$ cat src/rtl/bta_pkg.sv
package bta_pkg;
    typedef enum logic [1:0] {
        BK_REL13 = 2'b00,
        BK_REL16 = 2'b01,
        BK_LONG  = 2'b10,
        BK_IND   = 2'b11
    } bkind_e;
endpackage

$ cat src/rtl/bta_rel_adder.sv
module bta_rel_adder #(
    parameter int AW   = 24,
    parameter int OFFW = 13
) (
    input  logic [AW-1:0]   base,
    input  logic [OFFW-1:0] disp,
    output logic [AW-1:0]   sum
);
    localparam int EXTW = AW - OFFW;

    logic [AW-1:0] disp_ext;

    always_comb begin
        disp_ext = {{EXTW{disp[OFFW-1]}}, disp};
        sum      = base + disp_ext;
    end
endmodule

$ cat src/rtl/bta_idx_sel.sv
module bta_idx_sel #(
    parameter int NIDX = 8,
    parameter int IW   = 16,
    localparam int SELW = $clog2(NIDX)
) (
    input  logic [NIDX*IW-1:0] regs,
    input  logic [SELW-1:0]    sel,
    output logic [IW-1:0]      val
);
    logic [IW-1:0] slots [NIDX];

    for (genvar g = 0; g < NIDX; g++) begin : g_slot
        assign slots[g] = regs[g*IW +: IW];
    end

    always_comb begin
        val = slots[sel];
    end
endmodule

$ cat src/rtl/bta_unit.sv
module bta_unit #(
    parameter int AW   = 24,
    parameter int IW   = 16,
    parameter int NIDX = 8,
    parameter int R13W = 13,
    parameter int R16W = 16,
    localparam int SELW = $clog2(NIDX),
    localparam int PGW  = AW - IW
) (
    input  logic                clk,
    input  logic                rst_n,
    input  logic                br_valid,
    input  logic [AW-1:0]       br_pc,
    input  logic [2:0]          br_kind,
    input  logic [AW-1:0]       br_field,
    input  logic [SELW-1:0]     idx_sel,
    input  logic [NIDX*IW-1:0]  idx_file,
    input  logic [PGW-1:0]      ij_page,
    input  logic                cond_ok,
    output logic [AW-1:0]       tgt_q,
    output logic                taken_q,
    output logic                delay_q
);
    import bta_pkg::*;

    typedef struct packed {
        logic [AW-1:0] tgt;
        logic          taken;
        logic          dly;
    } bta_st_t;

    bta_st_t       st_d, st_q;
    bkind_e        kind_d;
    logic [AW-1:0] sum13_d, sum16_d;
    logic [IW-1:0] idx_val_d;

    bta_rel_adder #(.AW(AW), .OFFW(R13W)) u_add13 (
        .base(br_pc), .disp(br_field[R13W-1:0]), .sum(sum13_d)
    );

    bta_rel_adder #(.AW(AW), .OFFW(R16W)) u_add16 (
        .base(br_pc), .disp(br_field[R16W-1:0]), .sum(sum16_d)
    );

    bta_idx_sel #(.NIDX(NIDX), .IW(IW)) u_idx (
        .regs(idx_file), .sel(idx_sel), .val(idx_val_d)
    );

    always_comb begin
        st_d   = '0;
        kind_d = bkind_e'(br_kind[1:0]);
        if (br_valid) begin
            unique case (kind_d)
                BK_REL13: begin
                    if (cond_ok) begin
                        st_d.taken = 1'b1;
                        st_d.tgt   = sum13_d;
                        st_d.dly   = br_kind[2];
                    end
                end
                BK_REL16: begin
                    st_d.taken = 1'b1;
                    st_d.tgt   = sum16_d;
                    st_d.dly   = br_kind[2];
                end
                BK_LONG: begin
                    if (cond_ok) begin
                        st_d.taken = 1'b1;
                        st_d.tgt   = br_field;
                        st_d.dly   = 1'b0;
                    end
                end
                BK_IND: begin
                    if (cond_ok) begin
                        st_d.taken = 1'b1;
                        st_d.tgt   = {ij_page, idx_val_d};
                        st_d.dly   = br_kind[2];
                    end
                end
                default: st_d = '0;
            endcase
        end
    end

    always_ff @(posedge clk) begin
        if (!rst_n) st_q <= '0;
        else        st_q <= st_d;
    end

    assign tgt_q   = st_q.tgt;
    assign taken_q = st_q.taken;
    assign delay_q = st_q.dly;
endmodule

$ cat config.mk
export PLATFORM = sky130hd
export DESIGN_NAME = bta_unit
export DESIGN_NICKNAME = d
export VERILOG_FILES = /design/src/rtl/bta_pkg.sv /design/src/rtl/bta_rel_adder.sv /design/src/rtl/bta_idx_sel.sv /design/src/rtl/bta_unit.sv
export SDC_FILE = /design/constraint.sdc
export NUM_CORES = 1
export LEC_CHECK = 0
export BUFFER_PORTS_ARGS = -buffer_cell sky130_fd_sc_hd__buf_2
export CAP_MARGIN = 10
export CORE_MARGIN = 3
export CORE_UTILIZATION = 44
export DETAILED_ROUTE_END_ITERATION = 10
export PLACE_DENSITY = 0.89
export SYNTH_ARGS = -nofsm -noshare
export SYNTH_HDL_FRONTEND = slang
export SYNTH_HIERARCHICAL = 1
export SYNTH_SLANG_ARGS = --single-unit
$ cat constraint.sdc
create_clock -name clk -period 3 [get_ports clk]
set_input_delay 0.6 -clock clk [delete_from_list [all_inputs] [get_ports clk]]
set_output_delay 0.6 -clock clk [all_outputs]
set_load 0.01 [all_outputs]
=== Word level (Yosys, flattened, before mapping) ===
Cells that the tools add are included.

* Logic and storage cells: 19
* Flip-flop bits (word level): 26
* Input port bits: 194

* Equality and inequality tests: 3
* Muxes and demuxes: 7
* Add/sub/neg operators: 2
* Order comparisons: 1
* Bitwise operators: 1
* Reductions and logical operators: 2

{| class="wikitable"
|+ Operator list
! kind !! number
|-
| one-hot mux 26 bit (4 select lines) || 1
|-
| two-way mux 26 bit || 3
|-
| adder 24 bit || 2
|-
| binary-select mux 16 bit (select 3 bit) || 1
|-
| two-way mux 16 bit || 2
|-
| == test 2 bit (second input constant) || 2
|-
| greater-or-equal comparator 4 bit (second input constant) || 1
|-
| NOT 3 -> 4 bit || 1
|-
| == test 2 x 1 -> 1 bit (second input constant) || 1
|-
| zero test 2 bit || 1
|-
| AND reduction 2 bit || 1
|}

=== Logic depth before layout (Yosys ltp) ===
* Depth in word-level cells: 6
* Gate-level depth with buffers: 11
* Mapped depth without buffers: 11

=== By module ===
The synthesis kept the hierarchy.

{| class="wikitable"
|+ By module, submodules not included
! module !! cells an instance !! area an instance (um^2) !! times used !! sequential area each (um^2)
|-
| bta_unit || 120 || 1282.5 || 1 || 520.5
|-
| bta_rel_adder at u_add16 || 168 || 1238.7 || 1 || 0.0
|-
| bta_rel_adder at u_add13 || 166 || 1227.4 || 1 || 0.0
|-
| bta_idx_sel || 57 || 1071.0 || 1 || 0.0
|}

=== Least setup slack after synthesis ===
OpenSTA, ideal clock, no wires.

* Kind: input to register
* From: in br_pc[0]
* To: reg st_q, in the netlist tgt_q[20]
* Setup slack: 174 ps
* Cell stages on the path: 10
* Library setup time: 123 ps
* Arrival time: 2703 ps
* Buffers on the path: 0
* Data required time: 2877 ps
* Path through: ha_1 > fa_1 > a211oi_1 > o21bai_1 > or3_1 > a31o_1 > o21a_1 > xor2_1 > a22oi_1 > o22ai_1

* Word-level cells in the longest chain between the ends: 3

{| class="wikitable"
|+ RTL lines
! what !! RTL line !! source
|-
| start, declared || bta_unit.sv:13 || <nowiki>input logic [AW-1:0] br_pc,</nowiki>
|-
| adder 24 bit || bta_rel_adder.sv:15 || <nowiki>sum = base + disp_ext;</nowiki>
|-
| via sum13_d[20] || bta_unit.sv:34 || <nowiki>logic [AW-1:0] sum13_d, sum16_d;</nowiki>
|-
| two-way mux 26 bit || bta_unit.sv:55 || <nowiki>if (cond_ok) begin</nowiki>
|-
| one-hot mux 26 bit (4 select lines) || bta_unit.sv:53 || <nowiki>unique case (kind_d)</nowiki>
|-
| end signal, assigned || bta_unit.sv:87 || <nowiki>else st_q <= st_d;</nowiki>
|-
| end, declared || bta_unit.sv:32 || <nowiki>bta_st_t st_d, st_q;</nowiki>
|}

The timed path passes the listed nets, and every way through them passes these cells.
A chain may end at the register's enable or synchronous reset.

=== Worst setup path in the final report ===
Same ends and word-level chain as after synthesis.

==> results.sh <==
export IMPL_critPathBufInv=1
export IMPL_crit_path_end="tgt_q[20]"
export IMPL_min_period_ps=2770
export IMPL_drc_errors=0
export IMPL_synth_edf_count=0
export IMPL_crit_cells=11
export IMPL_grt_pass1_wl_mm=27.2
export IMPL_regArea_um2=520
export IMPL_synth_area_mm2=0.00482
export IMPL_synth_nets=753
export IMPL_vias=5326
export IMPL_start_util_pct=45.9
export IMPL_fmax_ghz=0.361
export IMPL_gp_congestion=0.959
export IMPL_final_common_cell="buf_2"
export IMPL_ys_seq_elements=26
export IMPL_wl_per_cell_um=19.8
export IMPL_critPathLaunch="br_pc[0]"
export IMPL_cts_root_buf="clkbuf_8"
export IMPL_yosysSeqAreaShare_pct=10.8
export IMPL_antenna_found_initial=1
export IMPL_slew_violations=0
export IMPL_pre_cts_ws_ps=-67.1
export IMPL_start_kind="input port"
export IMPL_slew_headroom_pct=55.4
export IMPL_yosysTopAreaCell="mux4_1"
export IMPL_worstPathRequired_ps=3160
export IMPL_grt_usage_pct=26.7
export IMPL_syn_inst=511
export IMPL_critPathKind="in -> reg"
export IMPL_yosysWarnings=6
export IMPL_die_area_mm2=0.0122
export IMPL_cts_made_buffers=3
export IMPL_hold_worst_slack_ps=585
export IMPL_ctsHoldBuffers=0
export IMPL_hp_class="in -> reg"
export IMPL_cts_resized_gates=0
export IMPL_worst_slack_ps=228
export IMPL_final_util_pct=58.5
export IMPL_final_antenna_net_count=0
export IMPL_power_density_mw_per_mm2=285
export IMPL_worstSetupEndpointType="flip-flop"
export IMPL_syn2layout_area_growth_pct=27.6
export IMPL_clk_pin_slew_ps=100
export IMPL_clock_path_buffers=2
export IMPL_drtPass1Iterations=8
export IMPL_synth_area_leaders="mux4_1, ha_1, dfxtp_1, xnor2_1, mux2i_1"
export IMPL_routed_via_density=6.13
export IMPL_crit_fanout=3
export IMPL_hold_viol_final=0
export IMPL_drtIter0Drc=433
export IMPL_nets=976
export IMPL_ys_flop_type="dfxtp_1"
export IMPL_slowest_delay_ps=410
export IMPL_multiInputGateArea_mm2=0.00405
export IMPL_synth_distinct_cells=71
export IMPL_irDropWorstVdd_v=0.000205
export IMPL_tightest_slew_ps=669
export IMPL_clock_sinks=26
export IMPL_setup_viol=0
export IMPL_die_width_um=111
export IMPL_stdcell_count=869
export IMPL_cp_slowest_cell="fa_1"
export IMPL_grt_max_degree=33
export IMPL_placed_cells=865
export IMPL_path_cells="buf_2, ha_1, fa_1, a211oi_2, o21bai_1, or3_1, a31o_1, o21a_1, xor2_1, a22oi_1, o22ai_1"
export IMPL_synthArstFlopShare_pct=0
export IMPL_syn_mean_instance_area_um2=9.43
export IMPL_finalPower_w=0.00176
export IMPL_overflow=0
export IMPL_cts_tree="done"
export IMPL_rsz0062_at_grt="false"
export IMPL_cts_setup_buffers=0
export IMPL_layout_drive_gt1_share_pct=39.6
export IMPL_fin_crit_sh_pct=92.4
export IMPL_totalWireLength_mm=17.2
export IMPL_io_pins=220
export IMPL_hpwlAfterDp_mm=14.5
export IMPL_diodes=0
export IMPL_grt_pass1_vias=5497
export IMPL_cp_top_family="compound AO/OA/AOI/OAI gates"
export IMPL_fillCellCount=924
export IMPL_cp_arrival_ps=2930
export IMPL_io_buffers=219
export IMPL_fp_dieH_um=111
export IMPL_mostFrequentLayoutCells="buf_2, ha_1, a21oi_1"
export IMPL_max_cap_violations=0
export IMPL_cellLeakagePower_nw=3.00
export IMPL_outcome="complete, no violations"
export IMPL_fp_row_count=37
export IMPL_htreeDepth=1
export IMPL_synth_top_area_share_pct=15.3
export IMPL_core_mm2=0.0105
## per-stage QoR
step	setup TNS [ps]	area, um2
floorplan	0	4820
global placement	-6.71	6070
detailed placement	-122	6070
CTS	0	6140
global route	0	6150
finish	0	6150
## kinds of logic after synthesis
family / synth area share (%)
AOI/OAI and AO/OA: 27.1
buffers and inverters: 5.27
xor gates and xnor gates: 7.45
DFF: 10.8
muxes: 25.9
and+or+nand+nor: 10.6
adders and majority gates: 13.0
## worst min-delay path by stage
stage / from / end / cells after the start
finish: br_valid / taken_q / 3
global route: br_valid / taken_q / 3
CTS: br_valid / taken_q / 3
detailed placement: br_kind[2] / delay_q / 2
global placement: br_valid / taken_q / 3
floorplan: cond_ok / taken_q / 2
## registers in the layout, summed over array words and instances, names as in the netlist
register	cells
taken_q	1
delay_q	1
tgt_q	24
## area by class of cell
cell class              count  area share (%)
well taps                 136            2.77
clock buffers               3           0.671
multi-input cells         450            65.9
inverters                   7           0.427
flip-flops and latches     26            8.46
clock inverters             1           0.488
repair buffers            246            21.3
## Yosys cell counts (10+ instances only)
master and instances:
dfxtp_1 26, a22oi_1 21, a21oi_1 34, o22ai_1 26
mux2_2 16, mux2i_1 24, a21o_1 16, nor2_1 20
ha_1 46, buf_6 13, o21ai_0 18, nand2_1 31
nand3_1 10, mux4_1 28, xnor2_1 32
## routing by layer
metal  GRT usage, %  up-vias  wire (um)
li1               -     2513          -
met1           31.6     2456       6700
met2           48.2      293       8620
met3           4.75       62       1210
met4           9.11        2        680
met5              0        -          7
## report_power, final
part	internal, W	switching (W)
combinational	0.000537	0.000552
clock	0.000179	0.000120
sequential	0.000364	0.00000480
total	0.00108	0.000676
No activity file was read; power rests on OpenSTA's default activity.
